File: src/rtl/irqc_pkg.sv
package irqc_pkg;
   localparam int PEND_W   = 3;
   localparam int IDX_CMPL = 0;
   localparam int IDX_DLY  = 1;
   localparam int IDX_ERR  = 2;
   typedef logic [PEND_W-1:0] pend_t;
endpackage

File: src/rtl/irqc_cmpl_counter.sv
module irqc_cmpl_counter #(
   parameter int CNT_W    = 8,
   parameter int RST_LOAD = 1
) (
   input  logic             clk,
   input  logic             rst_n,
   input  logic             load_i,
   input  logic [CNT_W-1:0] thresh_i,
   input  logic             done_i,
   input  logic             reload_i,
   output logic [CNT_W-1:0] count_o,
   output logic             hit_o
);
   localparam logic [CNT_W-1:0] ONE     = CNT_W'(1);
   localparam logic [CNT_W-1:0] RST_VAL = CNT_W'(RST_LOAD);

   generate
      if (CNT_W < 1 || CNT_W > 16) begin : g_bad_w
         $error("irqc_cmpl_counter: CNT_W out of range");
      end
      if (RST_LOAD < 0 || RST_LOAD >= (1 << CNT_W)) begin : g_bad_rst
         $error("irqc_cmpl_counter: RST_LOAD does not fit CNT_W");
      end
   endgenerate

   logic [CNT_W-1:0] cnt_q;

   assign hit_o   = done_i && !load_i && (cnt_q == ONE);
   assign count_o = cnt_q;

   always_ff @(posedge clk) begin
      if (!rst_n)        cnt_q <= RST_VAL;
      else if (load_i)   cnt_q <= thresh_i;
      else if (done_i)   cnt_q <= (cnt_q == ONE) ? thresh_i : cnt_q - ONE;
      else if (reload_i) cnt_q <= thresh_i;
   end

   assert_load_R2: assert property (@(posedge clk) disable iff (!rst_n)
      load_i |=> (cnt_q == $past(thresh_i)));

   assert_decrement_R3: assert property (@(posedge clk) disable iff (!rst_n)
      (done_i && !load_i && cnt_q != ONE) |=> (cnt_q == $past(cnt_q) - ONE));

   assert_idle_hold_R3: assert property (@(posedge clk) disable iff (!rst_n)
      (!load_i && !done_i && !reload_i) |=> $stable(cnt_q));
endmodule

File: src/rtl/irqc_delay_timer.sv
module irqc_delay_timer #(
   parameter int TMR_W     = 8,
   parameter bit HAS_DELAY = 1'b1
) (
   input  logic             clk,
   input  logic             rst_n,
   input  logic             done_i,
   input  logic [TMR_W-1:0] delay_i,
   input  logic             tick_i,
   output logic [TMR_W-1:0] timer_o,
   output logic             expire_o
);
   localparam logic [TMR_W-1:0] ONE  = TMR_W'(1);
   localparam logic [TMR_W-1:0] ZERO = '0;

   generate
      if (TMR_W < 1 || TMR_W > 16) begin : g_bad_w
         $error("irqc_delay_timer: TMR_W out of range");
      end

      if (HAS_DELAY) begin : g_timer
         logic [TMR_W-1:0] tmr_q;
         logic             restart;

         assign restart  = done_i && (delay_i != ZERO);
         assign expire_o = !restart && tick_i && (tmr_q == ONE);
         assign timer_o  = tmr_q;

         always_ff @(posedge clk) begin
            if (!rst_n)                           tmr_q <= ZERO;
            else if (restart)                     tmr_q <= delay_i;
            else if (tick_i && tmr_q != ZERO)     tmr_q <= tmr_q - ONE;
         end

         assert_restart_R4: assert property (@(posedge clk) disable iff (!rst_n)
            (done_i && delay_i != ZERO) |=> (tmr_q == $past(delay_i)));

         assert_hold_R5: assert property (@(posedge clk) disable iff (!rst_n)
            (!tick_i && !(done_i && delay_i != ZERO)) |=> $stable(tmr_q));

         assert_stopped_R5: assert property (@(posedge clk) disable iff (!rst_n)
            (tmr_q == ZERO && !(done_i && delay_i != ZERO)) |=> (tmr_q == ZERO));
      end else begin : g_no_timer
         logic unused_in;
         assign unused_in = done_i ^ tick_i ^ (^delay_i) ^ clk ^ rst_n;
         assign timer_o   = ZERO;
         assign expire_o  = 1'b0;
      end
   endgenerate
endmodule

File: src/rtl/irqc_pending.sv
module irqc_pending
   import irqc_pkg::*;
(
   input  logic  clk,
   input  logic  rst_n,
   input  pend_t set_i,
   input  logic  clr_i,
   input  pend_t clr_mask_i,
   input  pend_t en_i,
   output pend_t pend_o,
   output logic  irq_o
);
   pend_t pend_q;
   pend_t clr_eff;

   assign clr_eff = clr_i ? clr_mask_i : '0;

   always_ff @(posedge clk) begin
      if (!rst_n) pend_q <= '0;
      else        pend_q <= (pend_q & ~clr_eff) | set_i;
   end

   assign pend_o = pend_q;
   assign irq_o  = |(pend_q & en_i);

   assert_set_wins_R8: assert property (@(posedge clk) disable iff (!rst_n)
      (set_i != '0) |=> ((pend_q & $past(set_i)) == $past(set_i)));

   assert_clear_R8: assert property (@(posedge clk) disable iff (!rst_n)
      clr_i |=> ((pend_q & $past(clr_mask_i & ~set_i)) == '0));

   assert_sticky_R8: assert property (@(posedge clk) disable iff (!rst_n)
      !clr_i |=> ((pend_q & $past(pend_q)) == $past(pend_q)));
endmodule

File: src/rtl/irq_coalesce.sv
module irq_coalesce
   import irqc_pkg::*;
#(
   parameter int CNT_W     = 8,
   parameter int TMR_W     = 8,
   parameter int RST_LOAD  = 1,
   parameter bit HAS_DELAY = 1'b1
) (
   input  logic             clk,
   input  logic             rst_n,
   input  logic             ctrl_wr,
   input  logic [CNT_W-1:0] cfg_thresh,
   input  logic [TMR_W-1:0] cfg_delay,
   input  logic [2:0]       cfg_irq_en,
   input  logic             sts_clr,
   input  logic [2:0]       sts_clr_mask,
   input  logic             pkt_done,
   input  logic             fault_evt,
   input  logic             tick,
   output logic [2:0]       pend,
   output logic [CNT_W-1:0] live_count,
   output logic [TMR_W-1:0] live_timer,
   output logic             irq
);
   localparam logic [CNT_W-1:0] CNT_ONE = CNT_W'(1);
   localparam logic [TMR_W-1:0] TMR_ONE = TMR_W'(1);

   logic  cnt_hit;
   logic  tmr_expire;
   pend_t set_vec;

   irqc_cmpl_counter #(.CNT_W(CNT_W), .RST_LOAD(RST_LOAD)) u_cnt (
      .clk      (clk),
      .rst_n    (rst_n),
      .load_i   (ctrl_wr),
      .thresh_i (cfg_thresh),
      .done_i   (pkt_done),
      .reload_i (tmr_expire),
      .count_o  (live_count),
      .hit_o    (cnt_hit)
   );

   irqc_delay_timer #(.TMR_W(TMR_W), .HAS_DELAY(HAS_DELAY)) u_tmr (
      .clk      (clk),
      .rst_n    (rst_n),
      .done_i   (pkt_done),
      .delay_i  (cfg_delay),
      .tick_i   (tick),
      .timer_o  (live_timer),
      .expire_o (tmr_expire)
   );

   always_comb begin
      set_vec           = '0;
      set_vec[IDX_CMPL] = cnt_hit;
      set_vec[IDX_DLY]  = tmr_expire;
      set_vec[IDX_ERR]  = fault_evt;
   end

   irqc_pending u_pend (
      .clk        (clk),
      .rst_n      (rst_n),
      .set_i      (set_vec),
      .clr_i      (sts_clr),
      .clr_mask_i (sts_clr_mask),
      .en_i       (cfg_irq_en),
      .pend_o     (pend),
      .irq_o      (irq)
   );

   assert_threshold_hit_R3: assert property (@(posedge clk) disable iff (!rst_n)
      (pkt_done && !ctrl_wr && live_count == CNT_ONE) |=> pend[IDX_CMPL]);

   assert_expiry_sets_R6: assert property (@(posedge clk) disable iff (!rst_n)
      (tick && live_timer == TMR_ONE && !(pkt_done && cfg_delay != '0))
         |=> (pend[IDX_DLY] && live_timer == '0));

   assert_fault_sets_R7: assert property (@(posedge clk) disable iff (!rst_n)
      fault_evt |=> pend[IDX_ERR]);
endmodule

File: config.mk
export PLATFORM = sky130hd
export DESIGN_NAME = irq_coalesce
export DESIGN_NICKNAME = d
export VERILOG_FILES = /design/src/rtl/irqc_pkg.sv /design/src/rtl/irqc_cmpl_counter.sv /design/src/rtl/irqc_delay_timer.sv /design/src/rtl/irqc_pending.sv /design/src/rtl/irq_coalesce.sv
export SDC_FILE = /design/constraint.sdc
export NUM_CORES = 1
export LEC_CHECK = 0
export BUFFER_PORTS_ARGS = -buffer_cell sky130_fd_sc_hd__buf_2
export CAP_MARGIN = 15
export CELL_PAD_IN_SITES_DETAIL_PLACEMENT = 0
export CELL_PAD_IN_SITES_GLOBAL_PLACEMENT = 1
export CORE_ASPECT_RATIO = 0.8
export CORE_MARGIN = 8
export CORE_UTILIZATION = 36
export CTS_CLUSTER_DIAMETER = 100
export CTS_CLUSTER_SIZE = 8
export DETAILED_ROUTE_END_ITERATION = 8
export PLACE_DENSITY_LB_ADDON = 0.05
export SLEW_MARGIN = 30
export SYNTH_ARGS = -nofsm -noshare
export SYNTH_HDL_FRONTEND = slang
export SYNTH_HIERARCHICAL = 1
export SYNTH_SLANG_ARGS = --single-unit
File: constraint.sdc
create_clock -name clk -period 5.47 [get_ports clk]
set_input_delay 0.8205 -clock clk [delete_from_list [all_inputs] [get_ports clk]]
set_output_delay 0.8205 -clock clk [all_outputs]
set_load 0.05 [all_outputs]
[Word-level counts from Yosys, hierarchy flattened]
Cells that the tools add are included.
Storage, ports and cells
  logic and storage cells: 31
  bits in registers: 19
  input port bits: 29
  output and inout bits: 20
Operators by class
  equal/unequal tests: 2
  mux-type cells: 7
  bitwise logic cells: 4
  reductions and logical operators: 13
  add/subtract/negate cells: 2
Operator list (count)
  $mux 8: 6
  $eq 8x1->1 const B: 2
  $reduce_bool 8->1: 2
  $sub 8x1->8 const B: 2
  $and 3x3->3: 2
  $logic_and 1x1->1: 6
  $mux 3: 1
  $not 3->3: 1
  $or 3x3->3: 1
  $reduce_bool 3->1: 1
  $reduce_or 3->1: 1
  $logic_not 1->1: 2
  $reduce_bool 2->1: 1

[Logic depth before layout (Yosys ltp)]
Gate-level depths: netlist of the first run.
  word-level depth: 8
  depth in mapped cells: 8
  gate-level depth less buffers: 8

[Cells and area by module]
The synthesis of the first run kept the hierarchy.
By module, submodules not included
  irqc_cmpl_counter: seq. area each 160.2 µm², cells each 77, area each 590.6 µm², times used 1
  irqc_delay_timer: seq. area each 160.2 µm², cells each 66, area each 529.3 µm², times used 1
  irqc_pending: seq. area each 60.1 µm², cells each 14, area each 118.9 µm², times used 1

[Least setup slack after synthesis of the first run]
No wires, ideal clock.
  path kind: in2reg
  from: input cfg_delay[4]
  to: register u_cnt.cnt_q[0], in the netlist u_cnt/count_o[0]
  buffers on the path: 1
  required time: 5389 ps
  data arrival time: 2782 ps
  library setup time: 81 ps
  cell stages on the path: 7
  path slack: 2607 ps
  cell sequence: or4_1 o21ai_1 nor4b_1 or3_1 clkbuf_1 a2111oi_4 a41oi_1
On the way
  cells in the longest elaborated chain, start to end: 6
RTL lines
  from (decl): RTL line irq_coalesce.sv:13  | input logic [TMR_W-1:0] cfg_delay,
  $reduce_bool 8->1: RTL line irqc_delay_timer.sv:25  | assign restart = done_i && (delay_i != ZERO);
  $logic_and 1x1->1: RTL line irqc_delay_timer.sv:25
  $logic_not 1->1: RTL line irqc_delay_timer.sv:26  | assign expire_o = !restart && tick_i && (tmr_q == ONE);
  $logic_and 1x1->1 (2 in a row): RTL line irqc_delay_timer.sv:26
  named net tmr_expire: RTL line irq_coalesce.sv:29  | logic tmr_expire;
  $reduce_bool 3->1 (no line)
  to (signal assigned): RTL line irqc_cmpl_counter.sv:33  | else if (load_i) cnt_q <= thresh_i;
  to (signal assigned): RTL line irqc_cmpl_counter.sv:34  | else if (done_i) cnt_q <= (cnt_q == ONE) ? thresh_i : cnt_q - ONE;
  to (signal assigned): RTL line irqc_cmpl_counter.sv:35  | else if (reload_i) cnt_q <= thresh_i;
  to (decl): RTL line irqc_cmpl_counter.sv:26  | logic [CNT_W-1:0] cnt_q;
The timed path passes the listed nets, and every way through them passes these cells.
A chain may end at the register's enable or synchronous reset.

[Worst setup path in the final report of the first run]
  from: input cfg_delay[4]
  to: register u_cnt.cnt_q[2], in the netlist u_cnt/count_o[2]
The elaborated chain is that of the path after synthesis.

==> results of run 1 <==
[layout by cell type, fill, tap and decap left out, types with 3 or more instances in the layout]
cell type and instances:
nor2b_1 4, ha_1 5, dfxtp_1 19, nand3_1 4, inv_1 9, nor4_1 3
a31oi_1 13, buf_2 48, or3b_2 3, or4_1 5, nand2_1 17, nor3_1 5
or3_1 3, o21ai_0 20, a21oi_1 7, clkbuf_8 3, nand2b_1 3, nor2_1 7
[cell families (layout without fill, tap and decap cells)]
group / count (synthesis) / after routing / share of synthesized area
flops: 19 / 19 / 0.307
xor+xnor: 1 / 1 / 0.00707
simple gates: 57 / 57 / 0.246
buf+inv: 14 / 61 / 0.0515
fa+ha+maj: 5 / 5 / 0.0505
mux: 3 / 3 / 0.0253
compound gates: 58 / 58 / 0.312
[cell usage after synthesis, types with 2 or more instances]
cell type	number	share of area
o21ai_1	2	0.0081
inv_1	9	0.027
nand3_1	4	0.016
nor4_1	3	0.015
ha_1	5	0.051
nand2b_1	3	0.015
nand2_1	17	0.052
o22ai_1	2	0.010
nor4b_1	2	0.014
dfxtp_1	19	0.31
a21oi_1	7	0.028
nor3_1	5	0.020
a31oi_1	13	0.066
or3b_2	3	0.021
nor2b_1	4	0.020
o21ai_0	20	0.081
nor2_1	7	0.021
or4_1	5	0.030
or3_1	3	0.015
buf_2	2	0.0081
mux2i_1	2	0.016
[final cells by class]
type,instances,area [um^2]
clock buffer,4,45.0
fill,353,1800
timing repair buffer,48,240
multi-input combinational,124,798
inverter,9,33.8
tap,42,52.6
sequential,19,380
[critical path: stages]
cell	delay, ns
buf_2	0.10
or4_1	0.53
o21ai_2	0.50
nor4b_1	0.64
nor3_1	0.30
nor3b_1	0.23
o21ai_0	0.10
a31oi_1	0.15
[worst min path at each step]
stage / startpoint / endpoint
4_1_cts: u_cnt/count_o[5] / u_cnt/count_o[5]
3_3_place_gp: u_cnt/count_o[3] / u_cnt/count_o[3]
2_1_floorplan: u_cnt/count_o[3] / u_cnt/count_o[3]
3_5_place_dp: u_cnt/count_o[5] / u_cnt/count_o[5]
5_1_grt: u_cnt/count_o[3] / u_cnt/count_o[3]
6_report: u_cnt/count_o[5] / u_cnt/count_o[5]
[registers in the layout (all words and copies together), names as in the netlist]
name / count
u_cnt/count_o: 8
u_tmr/timer_o: 8
u_pend/pend_o: 3
[stage by stage]
step / setup slack, ns / util / instance area (um^2) / total power [W]
finish: 2.28 / 0.462 / 1550 / 0.000410
global route: 1.97 / 0.462 / 1550 / 0.000437
CTS: 2.03 / 0.461 / 1550 / 0.000415
detailed placement: 1.76 / 0.448 / 1500 / 0.000314
global placement: 1.92 / 0.448 / 1500 / 0.000314
floorplan: 2.61 / - / 1240 / 0.000274
[power groups by stage]
stage | registers, W | clock network, W | logic (W)
final | 0.000166 | 0.0000977 | 0.000146
after global routing | 0.000169 | 0.000110 | 0.000158
after CTS | 0.000166 | 0.000104 | 0.000145
after detailed placement | 0.000169 | 0 | 0.000145
after global placement | 0.000168 | 0 | 0.000145
after floorplan | 0.000204 | 0 | 0.0000697
[routing by layer]
| layer | track usage | up-vias |
|---|---|---|
| met5 | 0 | - |
| met4 | 0.0240 | 0 |
| met3 | 0.0472 | 2 |
| met2 | 0.195 | 48 |
| met1 | 0.182 | 631 |
| li1 | - | 697 |
==> flow_metrics.env, run 1 <==
export IMPL_highest_layer="met4"
export IMPL_outcome="completed"
export IMPL_hp_class="reg -> reg"
export IMPL_fmaxAchievable_mhz=313
export IMPL_wl_met3_um=283
export IMPL_tns_ns=0
export IMPL_viasPerCell=5.60
export IMPL_clkPwrFrac=0.238
export IMPL_rows=19
export IMPL_worstMarginPinSlew_ns=0.818
export IMPL_grt_first_pass_wirelength_mm=5.87
export IMPL_first_pass_iters=4
export IMPL_worstReg2RegStart="u_tmr/timer_o[2]"
export IMPL_p_sw_w=0.000161
export IMPL_num_antenna_cells=0
export IMPL_async_flop_share=0
export IMPL_dr_wl_met2_mm=1.58
export IMPL_cts_resized=0
export IMPL_yosysUniqueCellTypes=41
export IMPL_die_w_um=81.6
export IMPL_cp_start_kind="input port"
export IMPL_ys_warnings_count=6
export IMPL_holdBufCountCts=0
export IMPL_peakVddDrop_v=0.0000957
export IMPL_netlist_instances=157
export IMPL_relSlewSlack=0.451
export IMPL_grt_pass1_vias=1225
export IMPL_crit_start="cfg_delay[4]"
export IMPL_crit_path_max_fanout=16
export IMPL_power_density_nw_per_um2=265
export IMPL_syn_area_um2=1240
export IMPL_p_leak_nw=0.648
export IMPL_p_comb_frac=0.357
export IMPL_pin_count=49
export IMPL_syn_mean_instance_area_um2=7.89
export IMPL_fin_cells=246
export IMPL_critPathRequiredTime_ns=5.65
export IMPL_fin_hold_ws_ns=0.517
export IMPL_ant_nets=0
export IMPL_ys_seq_area_frac=0.307
export IMPL_clock_skew_ns=0.00208
export IMPL_p_seq_frac=0.405
export IMPL_ys_ff_latch=19
export IMPL_cp_end_kind="flop"
export IMPL_clock_sinks=19
export IMPL_path_clk_slew_ns=0.07
export IMPL_cts_root_buf="clkbuf_8"
export IMPL_vias=1378
export IMPL_clock_path_buffers=2
export IMPL_wire_per_inst_um=15.3
export IMPL_finalWeightedCongestion=0.811
export IMPL_dp_hpwl_mm=2.95
export IMPL_drive_above_1_share=0.294
export IMPL_p_int_w=0.000249
export IMPL_cp_arrival_ns=3.37
export IMPL_grt_antenna_before_repair=0
export IMPL_placed_cells=242
export IMPL_crit_end="u_cnt/count_o[2]"
export IMPL_design_core_area_um2=3350
export IMPL_setup_violations=0
export IMPL_dieArea_um2=5590
export IMPL_numPortBuffers=48
export IMPL_synth_edf_count=0
export IMPL_grt_max_degree=20
export IMPL_maxSlewViolCount=0
export IMPL_rsz0062_at_grt="no"
export IMPL_worst_setup_path_type="in -> reg"
export IMPL_track_usage=0.132
export IMPL_netSwitchingFraction=0.392
export IMPL_syn_nets=191
export IMPL_min_period_over_period=0.583
export IMPL_whs_path_depth=2
export IMPL_cts_max_level=1
export IMPL_r2r_setup_slack_ns=3.16
export IMPL_overflow=0
export IMPL_cts_tree="yes"
export IMPL_clk_latency_ns=0.25
export IMPL_initial_core_util=0.370
export IMPL_initialDrtViolationCount=123
export IMPL_finalHoldViolCount=0
export IMPL_die_h_um=68.5
export IMPL_cap_violations=0
export IMPL_drt_met1_wl_mm=1.90
export IMPL_reg2regPathDepth=7
export IMPL_nets=239
export IMPL_drcViolationCount=0
export IMPL_routed_wl_mm=3.77
export IMPL_finalCriticalPeriod_ns=3.19
export IMPL_timing_rr_end="u_cnt/count_o[2]"
export IMPL_syn2layout_area_growth_pct=25.2
export IMPL_post_cts_buffers=0
export IMPL_cts_buffers=3
export IMPL_synthFlopType="dfxtp_1"
Power figures use the tool's default switching activity.
==> inputs of run 2 (changes only) <==
--- a/config.mk
+++ b/config.mk
@@ -11,7 +11,7 @@
 export CELL_PAD_IN_SITES_GLOBAL_PLACEMENT = 1
 export CORE_ASPECT_RATIO = 0.8
 export CORE_MARGIN = 8
-export CORE_UTILIZATION = 36
+export CORE_UTILIZATION = 34
 export CTS_CLUSTER_DIAMETER = 100
 export CTS_CLUSTER_SIZE = 8
 export DETAILED_ROUTE_END_ITERATION = 8
==> constraint.sdc (replaced) <==
create_clock -name clk -period 3.3 [get_ports clk]
set_input_delay 0.495 -clock clk [delete_from_list [all_inputs] [get_ports clk]]
set_output_delay 0.495 -clock clk [all_outputs]
set_load 0.05 [all_outputs]
==> flow_metrics.env, run 2 (synthesis results as in run 1) <==
export IMPL_cp_cell_sequence="buf_2, or4_1, o21ai_1, nor4b_1, or3_1, nand3_1, a31oi_1"
export IMPL_whs_path_depth=2
export IMPL_dieArea_um2=5840
export IMPL_finalCriticalPeriod_ns=2.47
export IMPL_clk_latency_ns=0.26
export IMPL_min_period_over_period=0.748
export IMPL_post_cts_buffers=0
export IMPL_cp_end_kind="flop"
export IMPL_numPortBuffers=48
export IMPL_r2r_setup_slack_ns=1.02
export IMPL_hold_start="sts_clr_mask[2]"
export IMPL_setup_violations=0
export IMPL_p_leak_nw=0.652
export IMPL_clock_skew_ns=0.00274
export IMPL_die_h_um=70.0
export IMPL_drive_above_1_share=0.293
export IMPL_nets=240
export IMPL_cts_max_level=1
export IMPL_relSlewSlack=0.548
export IMPL_peakVddDrop_v=0.000196
export IMPL_syn2layout_area_growth_pct=25.5
export IMPL_rsz0062_at_grt="no"
export IMPL_holdBufCountCts=0
export IMPL_crit_buf_inv=1
export IMPL_initial_core_util=0.357
export IMPL_cp_start_kind="input port"
export IMPL_cts_resized=0
export IMPL_worst_setup_path_type="in -> reg"
export IMPL_hp_class="in -> reg"
export IMPL_num_antenna_cells=0
export IMPL_first_pass_iters=4
export IMPL_clock_sinks=19
export IMPL_cts_buffers=3
export IMPL_cts_tree="yes"
export IMPL_finalWeightedCongestion=0.792
export IMPL_layout_common_cells="buf_2, o21ai_0, dfxtp_1"
export IMPL_worstMarginPinSlew_ns=0.668
export IMPL_critPathRequiredTime_ns=3.48
export IMPL_outcome="completed"
export IMPL_rows=19
export IMPL_path_delay_family="simple AND/OR/NAND/NOR gates"
export IMPL_overflow=0
export IMPL_drcViolationCount=0
export IMPL_worstReg2RegStart="u_tmr/timer_o[2]"
export IMPL_track_usage=0.132
export IMPL_cp_arrival_ns=2.65
export IMPL_fmaxAchievable_mhz=405
export IMPL_whs_endpoint="u_pend/pend_o[2]"
export IMPL_maxSlewViolCount=0
export IMPL_ant_nets=0
export IMPL_finalHoldViolCount=0
export IMPL_crit_path_top_delay_cell="nor4b_1"
export IMPL_viasPerCell=5.62
export IMPL_grt_max_degree=20
export IMPL_cap_violations=0
export IMPL_finalPower_w=0.000691
export IMPL_power_density_nw_per_um2=445
export IMPL_initialDrtViolationCount=122
export IMPL_reg2regPathDepth=6
export IMPL_path_clk_slew_ns=0.08
export IMPL_grt_pass1_vias=1322
export IMPL_cts_root_buf="clkbuf_8"
export IMPL_dp_hpwl_mm=3.20
export IMPL_design_core_area_um2=3470
export IMPL_vias=1389
export IMPL_wire_per_inst_um=16.5
export IMPL_pin_count=49
export IMPL_grt_antenna_before_repair=0
export IMPL_routed_wl_mm=4.07
export IMPL_grt_first_pass_wirelength_mm=6.44
export IMPL_crit_path_max_incr_delay_ns=0.58
export IMPL_timing_rr_end="u_cnt/count_o[7]"
export IMPL_tns_ns=0
export IMPL_crit_path_max_fanout=8
export IMPL_clock_path_buffers=2
export IMPL_die_w_um=83.5
export IMPL_layout_commonest_cell="buf_2"
==> run 2: cell types whose count changed in the layout (fill, tap and decap cells not counted), sizes merged <==
cell | previous run | this run
buf | 48 | 49
==> run 2: power breakdown <==
part,switching (W),total [W],internal (W)
combinational,0.000164,0.000244,0.0000799
clock,0.0000848,0.000171,0.0000861
sequential,0.0000280,0.000276,0.000248
total,0.000277,0.000691,0.000414
==> run 2: cell type report <==
| type | count | area (um^2) |
|---|---|---|
| clock buffer | 4 | 45.0 |
| fill | 359 | 1920 |
| inverter | 9 | 33.8 |
| multi-input combinational | 124 | 795 |
| sequential | 19 | 380 |
| tap | 42 | 52.6 |
| timing repair buffer | 49 | 248 |
==> run 2: how the worst max path moves through the flow <==
stage,startpoint,endpoint,slack [ns],cells past startpoint
after global placement,cfg_delay[4],u_cnt/count_o[7],0.62,7
after global routing,cfg_delay[4],u_cnt/count_o[2],0.65,8
after floorplan,cfg_delay[4],u_cnt/count_o[0],0.76,7
after CTS,cfg_delay[4],u_cnt/count_o[0],0.85,7
after detailed placement,cfg_delay[4],u_cnt/count_o[0],0.62,7
final,cfg_delay[4],u_cnt/count_o[7],0.83,7
==> run 2: metrics by stage <==
step                std cells   util  hold slack (ns)  worst slack, ns  cell area (um^2)
finish                    247  0.448            0.415            0.833              1550
global route              247  0.448            0.419            0.649              1550
CTS                       247  0.448            0.415            0.849              1550
detailed placement        243  0.435            0.516            0.618              1510
global placement          243  0.435            0.508            0.623              1510
floorplan                 157      -            0.595            0.763              1240
==> run 2: worst register-to-register path, cell delays in order (launching register included) <==
cell     delay, ns
dfxtp_1       0.39
nor3_1        0.27
nand2_1       0.14
nor4b_1       0.63
or3_1         0.43
nand3_1       0.14
a31oi_1       0.21
==> run 2: layer usage <==
metal	global-route usage	up-vias	share of wire
li1	-	693	-
met3	0.0498	4	0.078
met4	0.0172	0	0.0037
met1	0.168	644	0.49
met5	0	-	0
met2	0.209	48	0.43
==> inputs of run 3 (changes only) <==
--- a/config.mk
+++ b/config.mk
@@ -11,7 +11,7 @@
 export CELL_PAD_IN_SITES_GLOBAL_PLACEMENT = 1
 export CORE_ASPECT_RATIO = 0.8
 export CORE_MARGIN = 8
-export CORE_UTILIZATION = 34
+export CORE_UTILIZATION = 30
 export CTS_CLUSTER_DIAMETER = 100
 export CTS_CLUSTER_SIZE = 8
 export DETAILED_ROUTE_END_ITERATION = 8
==> constraint.sdc (replaced) <==
create_clock -name clk -period 2.04 [get_ports clk]
set_input_delay 0.306 -clock clk [delete_from_list [all_inputs] [get_ports clk]]
set_output_delay 0.306 -clock clk [all_outputs]
set_load 0.05 [all_outputs]
==> flow_metrics.env, run 3 (synthesis results as in run 1) <==
export IMPL_viasPerCell=5.28
export IMPL_rows=21
export IMPL_cp_start_kind="flop"
export IMPL_overflow=0
export IMPL_num_antenna_cells=0
export IMPL_hold_start="sts_clr_mask[0]"
export IMPL_power_density_nw_per_um2=674
export IMPL_ant_nets=0
export IMPL_first_pass_iters=5
export IMPL_holdBufCountCts=0
export IMPL_cp_arrival_ns=2.05
export IMPL_relSlewSlack=0.622
export IMPL_design_core_area_um2=4070
export IMPL_critPathRequiredTime_ns=2.15
export IMPL_vias=1420
export IMPL_wire_per_inst_um=15.2
export IMPL_finalWeightedCongestion=0.876
export IMPL_cts_resized=0
export IMPL_initialDrtViolationCount=94
export IMPL_outcome="completed"
export IMPL_rsz0062_at_grt="no"
export IMPL_numPortBuffers=48
export IMPL_peakVddDrop_v=0.000321
export IMPL_final_area_um2=1670
export IMPL_post_cts_buffers=0
export IMPL_p_leak_nw=0.703
export IMPL_grt_antenna_before_repair=0
export IMPL_nets=247
export IMPL_worstReg2RegStart="u_cnt/count_o[1]"
export IMPL_dieArea_um2=6450
export IMPL_syn2layout_area_growth_pct=34.8
export IMPL_track_usage=0.130
export IMPL_clk_latency_ns=0.25
export IMPL_clock_skew_ns=0.00217
export IMPL_whs_endpoint="u_pend/pend_o[0]"
export IMPL_r2r_setup_slack_ns=0.09
export IMPL_cts_buffers=3
export IMPL_placed_cells=265
export IMPL_grt_max_degree=20
export IMPL_initial_core_util=0.304
export IMPL_finalCriticalPeriod_ns=1.95
export IMPL_placed_cell_area_um2=1620
export IMPL_maxSlewViolCount=0
export IMPL_hp_class="in -> reg"
export IMPL_clock_sinks=19
export IMPL_grt_pass1_vias=1397
export IMPL_worstMarginPinSlew_ns=0.563
export IMPL_cts_root_buf="clkbuf_8"
export IMPL_drcViolationCount=0
export IMPL_cp_end_kind="flop"
export IMPL_setup_violations=0
export IMPL_worst_setup_path_type="reg -> reg"
export IMPL_die_w_um=87.8
export IMPL_cts_tree="yes"
export IMPL_layout_commonest_cell="buf_2"
export IMPL_crit_path_max_fanout=6
export IMPL_layout_common_cells="buf_2, o21ai_0, nand2_1"
export IMPL_cts_max_level=1
export IMPL_drive_above_1_share=0.354
export IMPL_timing_rr_end="u_cnt/count_o[0]"
export IMPL_tns_ns=0
export IMPL_grt_first_pass_wirelength_mm=6.84
export IMPL_die_h_um=73.5
export IMPL_reg2regPathDepth=6
export IMPL_dp_hpwl_mm=3.23
export IMPL_pin_count=49
export IMPL_path_clk_slew_ns=0.07
export IMPL_whs_path_depth=2
export IMPL_routed_wl_mm=4.08
export IMPL_clock_path_buffers=2
export IMPL_finalHoldViolCount=0
export IMPL_cap_violations=0
export IMPL_fin_cells=269
export IMPL_fmaxAchievable_mhz=514
export IMPL_min_period_over_period=0.954
==> run 3: final cells by class <==
type	count	area, um^2
well taps	57	71.3
multi-input cells	124	818
fillers	434	2400
inverters	9	33.8
flip-flops and latches	19	389
repair buffers	56	313
clock buffers	4	45.0
==> run 3: per-layer routing <==
layer  part of all wire  up-vias  track usage
met5                  0        -            0
met3              0.074        2       0.0425
met2               0.41       51        0.187
li1                   -      711            -
met1               0.51      656        0.183
met4             0.0042        0       0.0228
==> run 3: per-stage QoR <==
stage	utilization	hold WS, ns	setup WS, ns	power (W)
3_3_place_gp	0.398	0.500	-0.0109	0.000872
4_1_cts	0.409	0.228	0.0920	0.00115
3_5_place_dp	0.398	0.505	-0.0603	0.000876
2_1_floorplan	-	0.406	0.0393	0.000741
6_report	0.410	0.244	0.0928	0.00113
5_1_grt	0.410	0.240	0.00583	0.00121
==> run 3: worst max-delay path by stage <==
stage / start / endpoint / slack (ns)
6_report: u_cnt/count_o[1] / u_cnt/count_o[0] / 0.09
5_1_grt: u_cnt/count_o[1] / u_cnt/count_o[0] / 0.006
4_1_cts: u_cnt/count_o[1] / u_cnt/count_o[0] / 0.09
3_5_place_dp: cfg_delay[4] / u_cnt/count_o[6] / -0.06
3_3_place_gp: cfg_delay[4] / u_cnt/count_o[0] / -0.01
2_1_floorplan: u_tmr/timer_o[4] / u_cnt/count_o[0] / 0.04
==> run 3: critical path: stages, from the launching register on <==
cell,delay (ns)
dfxtp_2,0.32
inv_1,0.07
ha_1,0.20
or3b_2,0.54
o21a_4,0.28
a2111oi_4,0.32
a41oi_1,0.08
==> run 3: report_power, final <==
group	switching [W]	internal (W)	total, W
Clock	0.000119	0.000139	0.000257
Sequential	0.0000331	0.000403	0.000436
Combinational	0.000286	0.000147	0.000433
